==> config.mk <==
export PLATFORM = sky130hd
export DESIGN_NAME = mdrop_sreg
export DESIGN_NICKNAME = d
export VERILOG_FILES = /design/src/rtl/mdrop_pkg.sv /design/src/rtl/mdrop_edge.sv /design/src/rtl/mdrop_fsm.sv /design/src/rtl/mdrop_regs.sv /design/src/rtl/mdrop_sreg.sv
export SDC_FILE = /design/constraint.sdc
export NUM_CORES = 1
export LEC_CHECK = 0
export ABC_AREA = 0
export BUFFER_PORTS_ARGS = -buffer_cell sky130_fd_sc_hd__buf_4
export CORE_MARGIN = 4
export CORE_UTILIZATION = 50
export CTS_BUF_LIST = sky130_fd_sc_hd__clkbuf_4
export CTS_CLUSTER_DIAMETER = 60
export DETAILED_ROUTE_END_ITERATION = 12
export PLACE_DENSITY = 0.66
export REMOVE_ABC_BUFFERS = 1
export SLEW_MARGIN = 10
export SYNTH_ARGS = -nofsm -noshare
export SYNTH_HDL_FRONTEND = slang
export SYNTH_HIERARCHICAL = 1
export SYNTH_SLANG_ARGS = --single-unit
==> constraint.sdc <==
create_clock -name clk -period 3.2 [get_ports clk]
set_input_delay 0.64 -clock clk [delete_from_list [all_inputs] [get_ports clk]]
set_output_delay 0.64 -clock clk [all_outputs]
set_load 0.03 [all_outputs]
==> src/rtl/mdrop_pkg.sv <==
package mdrop_pkg;

    typedef enum logic [2:0] {
        ST_IDLE,
        ST_HDR,
        ST_WDAT,
        ST_RDAT,
        ST_SKIP,
        ST_DONE
    } frame_state_e;

    localparam int CTL_ADDR_EN  = 0;
    localparam int CTL_FOUR_W   = 1;
    localparam int CTL_SW       = 2;
    localparam int CTL_SW_ENBL  = 3;
    localparam int CTL_SW_MODE  = 4;
    localparam int CTL_W        = 5;

endpackage

==> src/rtl/mdrop_edge.sv <==
module mdrop_edge (
    input  logic clk,
    input  logic rst_n,
    input  logic sclk,
    output logic rise,
    output logic fall
);
    logic sclk_q;

    always_ff @(posedge clk or negedge rst_n) begin
        if (!rst_n) sclk_q <= 1'b0;
        else        sclk_q <= sclk;
    end

    assign rise = sclk & ~sclk_q;
    assign fall = ~sclk & sclk_q;
endmodule

==> src/rtl/mdrop_fsm.sv <==
module mdrop_fsm
    import mdrop_pkg::*;
#(
    parameter int DATA_W = 16,
    parameter int IDX_W  = 7,
    parameter int ADDR_W = 2
) (
    input  logic              clk,
    input  logic              rst_n,
    input  logic              sen_n,
    input  logic              rise,
    input  logic              fall,
    input  logic              sdi,
    input  logic [ADDR_W-1:0] dev_addr,
    input  logic              addr_en,
    input  logic [DATA_W-1:0] rd_data,
    output logic [IDX_W-1:0]  rd_idx,
    output logic              wr_en,
    output logic [IDX_W-1:0]  wr_idx,
    output logic [DATA_W-1:0] wr_data,
    output logic              drive,
    output logic              sdo
);
    localparam int HDR_W   = 1 + ADDR_W + IDX_W;
    localparam int FRAME_W = HDR_W + DATA_W;
    localparam int CNT_W   = $clog2(FRAME_W + 1);

    frame_state_e state, next;

    logic [HDR_W-2:0]  hdr_q;
    logic [HDR_W-1:0]  cur_hdr;
    logic [CNT_W-1:0]  cnt;
    logic [DATA_W-2:0] wsh;
    logic [DATA_W-1:0] rsh;
    logic              hdr_rw;
    logic [ADDR_W-1:0] hdr_addr;
    logic              hit;
    logic              hdr_last;
    logic              frame_last;

    assign cur_hdr    = {hdr_q, sdi};
    assign hdr_rw     = cur_hdr[HDR_W-1];
    assign hdr_addr   = cur_hdr[HDR_W-2 -: ADDR_W];
    assign rd_idx     = cur_hdr[IDX_W-1:0];
    assign hit        = !addr_en || (hdr_addr == dev_addr);
    assign hdr_last   = (cnt == CNT_W'(HDR_W - 1));
    assign frame_last = (cnt == CNT_W'(FRAME_W - 1));

    // state register
    always_ff @(posedge clk or negedge rst_n) begin
        if (!rst_n) state <= ST_IDLE;
        else        state <= next;
    end

    always_comb begin
        next = state;
        if (sen_n) begin
            next = ST_IDLE;
        end else begin
            unique case (state)
                ST_IDLE: next = ST_HDR;
                ST_HDR: begin
                    if (rise && hdr_last)
                        next = !hit ? ST_SKIP : (hdr_rw ? ST_RDAT : ST_WDAT);
                end
                ST_WDAT, ST_RDAT: begin
                    if (rise && frame_last) next = ST_DONE;
                end
                ST_SKIP, ST_DONE: next = state;
                default: next = ST_IDLE;
            endcase
        end
    end

    // outputs and datapath
    always_ff @(posedge clk or negedge rst_n) begin
        if (!rst_n) begin
            cnt     <= '0;
            hdr_q   <= '0;
            wsh     <= '0;
            rsh     <= '0;
            wr_en   <= 1'b0;
            wr_idx  <= '0;
            wr_data <= '0;
            drive   <= 1'b0;
            sdo     <= 1'b0;
        end else begin
            wr_en <= 1'b0;
            if (sen_n) begin
                cnt   <= '0;
                drive <= 1'b0;
            end else begin
                unique case (state)
                    ST_HDR: begin
                        if (rise) begin
                            cnt   <= cnt + 1'b1;
                            hdr_q <= cur_hdr[HDR_W-2:0];
                            if (hdr_last) begin
                                wr_idx <= rd_idx;
                                rsh    <= rd_data;
                            end
                        end
                    end
                    ST_WDAT: begin
                        if (rise) begin
                            cnt <= cnt + 1'b1;
                            wsh <= {wsh[DATA_W-3:0], sdi};
                            if (frame_last) begin
                                wr_en   <= 1'b1;
                                wr_data <= {wsh, sdi};
                            end
                        end
                    end
                    ST_RDAT: begin
                        if (rise) cnt <= cnt + 1'b1;
                        if (fall) begin
                            sdo   <= rsh[DATA_W-1];
                            rsh   <= {rsh[DATA_W-2:0], 1'b0};
                            drive <= 1'b1;
                        end
                    end
                    ST_IDLE, ST_SKIP, ST_DONE: ;
                    default: ;
                endcase
            end
        end
    end
endmodule

==> src/rtl/mdrop_regs.sv <==
module mdrop_regs
    import mdrop_pkg::*;
#(
    parameter int NREG   = 8,
    parameter int DATA_W = 16,
    parameter int IDX_W  = 7
) (
    input  logic              clk,
    input  logic              rst_n,
    input  logic              wr_en,
    input  logic [IDX_W-1:0]  wr_idx,
    input  logic [DATA_W-1:0] wr_data,
    input  logic [IDX_W-1:0]  rd_idx,
    output logic [DATA_W-1:0] rd_data,
    output logic [CTL_W-1:0]  ctrl
);
    localparam int AW = (NREG > 1) ? $clog2(NREG) : 1;

    logic [DATA_W-1:0] regs [NREG];

    for (genvar k = 0; k < NREG; k++) begin : g_reg
        if (k == 0) begin : g_ctl
            always_ff @(posedge clk or negedge rst_n) begin
                if (!rst_n)
                    regs[k] <= '0;
                else if (wr_en && wr_idx == IDX_W'(k))
                    regs[k] <= {{(DATA_W-CTL_W){1'b0}}, wr_data[CTL_W-1:0]};
            end
        end else begin : g_dat
            localparam logic [DATA_W-1:0] DEF = DATA_W'(k * 257);
            always_ff @(posedge clk or negedge rst_n) begin
                if (!rst_n)
                    regs[k] <= DEF;
                else if (wr_en && wr_idx == IDX_W'(k))
                    regs[k] <= wr_data;
            end
        end
    end

    assign rd_data = (int'(rd_idx) < NREG) ? regs[rd_idx[AW-1:0]] : '0;
    assign ctrl    = regs[0][CTL_W-1:0];
endmodule

==> src/rtl/mdrop_sreg.sv <==
module mdrop_sreg
    import mdrop_pkg::*;
#(
    parameter int NREG   = 8,
    parameter int DATA_W = 16,
    parameter int IDX_W  = 7,
    parameter int ADDR_W = 2
) (
    input  logic              clk,
    input  logic              rst_n,
    input  logic              sen_n,
    input  logic              sclk,
    input  logic              sdio_i,
    output logic              sdio_o,
    output logic              sdio_oe,
    output logic              dout_o,
    output logic              dout_oe,
    input  logic [ADDR_W-1:0] dev_addr,
    input  logic              enbl_pin,
    input  logic              mode_pin,
    output logic              enbl_o,
    output logic              mode_o
);
    logic              rise, fall;
    logic [IDX_W-1:0]  rd_idx, wr_idx;
    logic [DATA_W-1:0] rd_data, wr_data;
    logic              wr_en, drive, sdo;
    logic [CTL_W-1:0]  ctrl;
    logic              four_wire;

    mdrop_edge u_edge (
        .clk  (clk),
        .rst_n(rst_n),
        .sclk (sclk),
        .rise (rise),
        .fall (fall)
    );

    mdrop_fsm #(.DATA_W(DATA_W), .IDX_W(IDX_W), .ADDR_W(ADDR_W)) u_fsm (
        .clk     (clk),
        .rst_n   (rst_n),
        .sen_n   (sen_n),
        .rise    (rise),
        .fall    (fall),
        .sdi     (sdio_i),
        .dev_addr(dev_addr),
        .addr_en (ctrl[CTL_ADDR_EN]),
        .rd_data (rd_data),
        .rd_idx  (rd_idx),
        .wr_en   (wr_en),
        .wr_idx  (wr_idx),
        .wr_data (wr_data),
        .drive   (drive),
        .sdo     (sdo)
    );

    mdrop_regs #(.NREG(NREG), .DATA_W(DATA_W), .IDX_W(IDX_W)) u_regs (
        .clk    (clk),
        .rst_n  (rst_n),
        .wr_en  (wr_en),
        .wr_idx (wr_idx),
        .wr_data(wr_data),
        .rd_idx (rd_idx),
        .rd_data(rd_data),
        .ctrl   (ctrl)
    );

    assign four_wire = ctrl[CTL_FOUR_W];
    assign sdio_o    = sdo;
    assign dout_o    = sdo;
    assign sdio_oe   = drive & ~four_wire;
    assign dout_oe   = drive &  four_wire;
    assign enbl_o    = ctrl[CTL_SW] ? ctrl[CTL_SW_ENBL] : enbl_pin;
    assign mode_o    = ctrl[CTL_SW] ? ctrl[CTL_SW_MODE] : mode_pin;
endmodule

-- After elaboration in Yosys (flattened, before gate mapping)
Cells that the tools add are included.
- flip-flop bits (word level): 192
- latch bits: 0
- memory bits (writable): 0
- bits in read-only memories: 0
- bits of input ports: 9
- output and inout port bits: 6
- logic and storage cells: 109
- memories kept: 0
- $add $sub $neg: 1
- multiply operators: 0
- div/mod/pow operators: 0
- magnitude comparators: 2
- equality and inequality tests: 21
- shift-type cells: 0
- multiplexer cells: 26
- bitwise gates (word level): 9
- reduce and logical (&&, ||, !) cells: 31
- operator list (kind ; count):
    16-bit 2-to-1 mux ; 6
    16-bit binary-select mux with 3-bit select ; 1
    16-bit one-hot mux with 2 select lines ; 1
    7-bit by 3-bit equality test with 1-bit output, second input constant ; 4
    5-bit 2-to-1 mux ; 3
    7-bit by 2-bit equality test with 1-bit output, second input constant ; 2
    3-bit 2-to-1 mux ; 4
    3-bit one-hot mux with 4 select lines ; 1
    3-bit AND reduction ; 4
    1-bit logical AND ; 10
    1-bit 2-to-1 mux ; 10
    2-bit nonzero test ; 5
    4-bit AND reduction ; 2
    7-bit by 1-bit equality test with 1-bit output, second input constant ; 1
    7-bit logical NOT ; 1
    7-bit by 4-bit less-than comparator with 1-bit output, second input constant ; 1
    3-bit by 2-bit equality test with 1-bit output, second input constant ; 2
    3-bit equality test, second input constant ; 2
    3-bit by 2-bit != test with 1-bit output, second input constant ; 2
    5-bit by 1-bit adder with 5-bit output, second input constant ; 1
    5-bit by 4-bit equality test with 1-bit output, second input constant ; 1
    5-bit equality test, second input constant ; 1
    5-bit AND reduction ; 1
    1-bit AND ; 4
    other kinds (13) ; 20

-- Longest topological paths before layout
- depth after elaboration: 8
- depth in mapped cells: 8
- gate-level depth less buffers: 6

-- Hierarchy
The synthesis kept the hierarchy.
- by module, submodules not included (module ; times used ; cells an instance ; area an instance (µm²) ; sequential area each (µm²)):
    mdrop_regs ; 1 ; 385 ; 5560.3 ; 2957.8
    mdrop_fsm ; 1 ; 231 ; 3296.9 ; 1851.8
    mdrop_sreg ; 1 ; 5 ; 42.5 ; 0.0
    mdrop_edge ; 1 ; 3 ; 40.0 ; 25.0

-- Least setup slack after synthesis
Ideal clock, no wire load.
- path type: in2reg
- start: input port sdio_i
- end: register u_fsm.rsh[1]
- library setup time: 125 ps
- data arrival time: 2374 ps
- data required time: 3075 ps
- slack: 701 ps
- stages: 8
- buffers on the path: 3
- cells stage by stage: buf_4 buf_2 clkbuf_1 nor2b_1 a21oi_1 and4_1 mux2_2 mux2_4
- longest elaborated chain between the ends: 8
- elaborated cells on any way between the ends: 9
- classes of those cells: 1 x order compare; 7 x mux; 1 x bitwise
- ends and longest elaborated chain (item ; RTL line ; RTL):
    start: declaration ; mdrop_sreg.sv:13 ; input logic sdio_i,
    3-bit NOT with 4-bit output (implied by the code) ; mdrop_regs.sv:40 ; assign rd_data = (int'(rd_idx) < NREG) ? regs[rd_idx[AW-1:0]] : '0;
    16-bit binary-select mux with 3-bit select ; mdrop_regs.sv:40 ;
    16-bit 2-to-1 mux (implied by the code) (2 in a row) ; mdrop_regs.sv:40 ;
    16-bit 2-to-1 mux (*) ; mdrop_regs.sv:40 ;
    named net rd_data[1] ; mdrop_sreg.sv:26 ; logic [DATA_W-1:0] rd_data, wr_data;
    16-bit 2-to-1 mux (*) ; mdrop_fsm.sv:98 ; if (hdr_last) begin
    16-bit 2-to-1 mux (*) ; mdrop_fsm.sv:95 ; if (rise) begin
    16-bit one-hot mux with 2 select lines (*) ; mdrop_fsm.sv:93 ; unique case (state)
    end signal: assignment ; mdrop_fsm.sv:100 ; rsh <= rd_data;
    end signal: assignment ; mdrop_fsm.sv:118 ; rsh <= {rsh[DATA_W-2:0], 1'b0};
    end: declaration ; mdrop_fsm.sv:34 ; logic [DATA_W-1:0] rsh;
The timed path passes the listed nets; every way through them passes the cells marked *. The select of a mux whose other input is x is not followed.
A chain may end at the register's enable or synchronous reset.

-- Worst setup path after layout
- start: register u_fsm.wr_idx[5]
- end: register u_regs/regs[11] in the netlist's numbering
- longest elaborated chain between the ends: 2
- ends and longest elaborated chain (item ; RTL line ; RTL):
    start: declaration ; mdrop_fsm.sv:19 ; output logic [IDX_W-1:0] wr_idx,
    start signal: assignment ; mdrop_fsm.sv:99 ; wr_idx <= rd_idx;
    7-bit by 3-bit equality test with 1-bit output ; mdrop_regs.sv:34 ; else if (wr_en && wr_idx == IDX_W'(k))
    1-bit logical AND ; mdrop_regs.sv:34 ;
    end signal: indexed assignment ; mdrop_regs.sv:35 ; regs[k] <= wr_data;
    end: declaration ; mdrop_regs.sv:19 ; logic [DATA_W-1:0] regs [NREG];
Every way passes these cells.

==> summary.md <==
| Metric | Value |
|---|---|
| CP endpoint kind | register |
| Area leader, netlist | dfrtp_1 |
| Grt total ovfl | 0 |
| LEAKAGE | 4.65 nW |
| Hold_buf cts | 0 |
| DR DRC count | 0 |
| Fin crit period | 2.39 ns |
| Worst-Skew Late Latency | 0.58 ns |
| Number of synthesis warnings | 6 |
| Final Hold Viols | 0 |
| Clock root cell | clkbuf_4 |
| First drt pass iteration count | 4 |
| Dpl ws | 0.630 ns |
| Main synth FF type | dfrtp_1 |
| Power per cell area | 548 mW/mm² |
| Synthesized cell area | 0.00894 mm² |
| Layout net count | 635 |
| Die ar. | 0.0201 mm² |
| IO Count | 15 |
| Max clock buf depth | 2 |
| Initial antenna violation count | 1 |
| FP Rows | 48 |
| VDD IR-drop max | 252 µV |
| RSZ-0062 raised after global routing | no |
| GPL Wtd Cong | 0.839 |
| PostCTS Resize Cnt | 0 |
| Top-area cell type share of the netlist area | 47.0% |
| Setup ws final | 0.812 ns |
| Core Area | 0.0174 mm² |
| Final slew viol count | 0 |
| Cell Count, Final, Fillers Out | 863 |
| Post-synth EDFFs | 0 |
| IO buf count | 14 |
| Max-cap viol count | 0 |
| Cells after Synth | 624 |
| GR Util All Layers | 19.0% |
| Startpoint types | register |
| First-pass GRT wire length | 29400 µm |
| Storage cell area | 0.00484 mm² |
| Max Freq | 419 MHz |
| Slew margin rel. | 32.7% |
| DP Area | 0.00918 mm² |
| Height of the die | 142 µm |
| Syn_area_per_cell | 14.3 µm² |
| Critical path arrival | 2.87 ns |
| Worst hold-check path type | in2async |
| DP Wirelength | 11500 µm |
| Wirelength per Cell | 20.7 µm |
| Maximum number of pins on one net before global-route repair | 89 |
| Total CTS buffers | 17 |
| Final TNS setup | 0 ns |
| Maximum fanout along the worst path | 16 |
| Async SR Flop Fraction | 100% |
| Count leader, synth | mux2_2 |
| Synth top area cells | dfrtp_1 (47%), mux2_2 (23%), dfstp_2 (7.1%) |
| Layout cells sized above 1 | 48.4% |
| Post-CTS setup buffers | 0 |
| DIE WIDTH | 142 µm |
| Initial Utilization | 51.3% |
| Fin area | 0.00955 mm² |
| Synthesis-to-layout area growth | 6.79% |
| Data required time of the worst path | 3.68 ns |
| Antenna Nets Post-Route | 0 |
| Vias | 5004 |
| Multi-input logic area | 0.00376 mm² |
| Routed WL | 17900 µm |
| Clock transition at path regs | 0.15 ns |
| Final setup viols | 0 |
| Filler cell count | 1434 |
| Crit Path Category | reg2reg |
| Htree depth | 4 |
| Sequential fraction of the synthesis area | 54.1% |
| 1st-iter DRT viols | 376 |
| Final Util | 54.8% |
| Vias/cell | 5.80 |
| Yosys reg bits | 192 |
| Commonest cells in the netlist | mux2_2 (186), dfrtp_1 (168), dfstp_2 (24), mux2i_1 (23), mux2_4 (18) |
| Placed insts | 830 |
| Tcrit/Tclk final | 74.6% |
| Slew at the pin with the worst max-slew slack | 1.01 ns |
| Cell variety after synth | 51 |
| Vias in the first global route | 5440 |
| CTS tree | yes |
| Run status | finished clean |
| Clock skew | 0.0209 ns |
| Clk sinks | 192 |
-- critical path, stage by stage, from the launching register on --
cell     delay, ns
dfrtp_1       0.42
or4b_4        0.59
or3_1         0.79
mux2_1        0.48
-- logic make-up after synthesis --
logic type	Yosys count	synth area share (%)
compound gates	29	2.38
xor+xnor	6	0.588
fa+ha+maj	2	0.280
buf+inv	59	3.90
flops	192	54.1
mux	239	31.9
simple gates	97	6.84
-- per-stage QoR --
stage | power [mW] | hold WS (ns)
finish | 5.24 | 0.0673
global route | 5.50 | 0.0920
CTS | 5.30 | 0.0760
detailed placement | 3.71 | 0.491
global placement | 3.68 | 0.478
floorplan | 3.35 | 0.344
-- flip-flops by register name (all words and copies together) (netlist names) --
signal / flops
u_fsm/drive: 1
u_fsm/cnt: 5
u_regs/ctrl: 5
u_fsm/wr_data: 16
u_fsm/hdr_q: 9
u_fsm/sdo: 1
u_edge/sclk_q: 1
u_fsm/wr_idx: 7
u_fsm/wsh: 15
u_regs/regs: 112
u_fsm/state: 3
u_fsm/rsh: 16
u_fsm/wr_en: 1
-- where the power goes --
group / switching [mW] / total, mW / internal (mW)
logic: 0.540 / 1.01 / 0.467
registers: 0.137 / 2.65 / 2.52
clock network: 0.798 / 1.57 / 0.775
total: 1.47 / 5.24 / 3.76
-- final timing paths --
path | startpoint | slack, ns | depth (start not counted) | to
max | u_fsm/wr_idx[5] | 0.81 | 3 | u_regs/regs[11]
min | rst_n | 0.07 | 1 | u_fsm/wsh[8]
max reg2reg | u_fsm/wr_idx[5] | 0.81 | 3 | u_regs/regs[11]
min reg2reg | u_regs/regs[71] | 0.52 | 1 | u_regs/regs[71]
max in group asynchronous | rst_n | 2.24 | 2 | u_regs/regs[73]
min in group clk | sclk | 0.17 | 1 | u_edge/sclk_q
-- cells in the final DEF (no fill, tap or decap), drive strengths merged, types with 6 or more instances in the layout --
cell    count
clkbuf     18
and4        6
nor2       12
a21oi       7
dfstp      24
nor2b      17
nand2      14
mux2      205
mux2i      23
buf        29
inv        13
a221oi     12
dfrtp     168
clkinv      6
bufinv      6
nand3       8
nor3       15
mux4       11
-- final cells by class --
type / count / area share, %
Tap cell: 225 / 2.95
Timing Repair Buffer: 30 / 2.82
Clock inverter: 15 / 2.48
Antenna cell: 1 / 0.0262
Sequential cell: 192 / 50.7
Inverter: 10 / 0.393
Clock buffer: 17 / 1.34
Multi-Input combinational cell: 373 / 39.3
-- routing by layer --
metal | global-route usage (%) | part of all wire [%] | vias up
li1 | - | - | 2245
met1 | 25.7 | 46 | 2663
met2 | 31.0 | 49 | 72
met3 | 3.98 | 2.9 | 24
met4 | 6.06 | 1.9 | 0
met5 | 0 | 0 | -
Note: power is estimated with default switching activity, not from simulation.
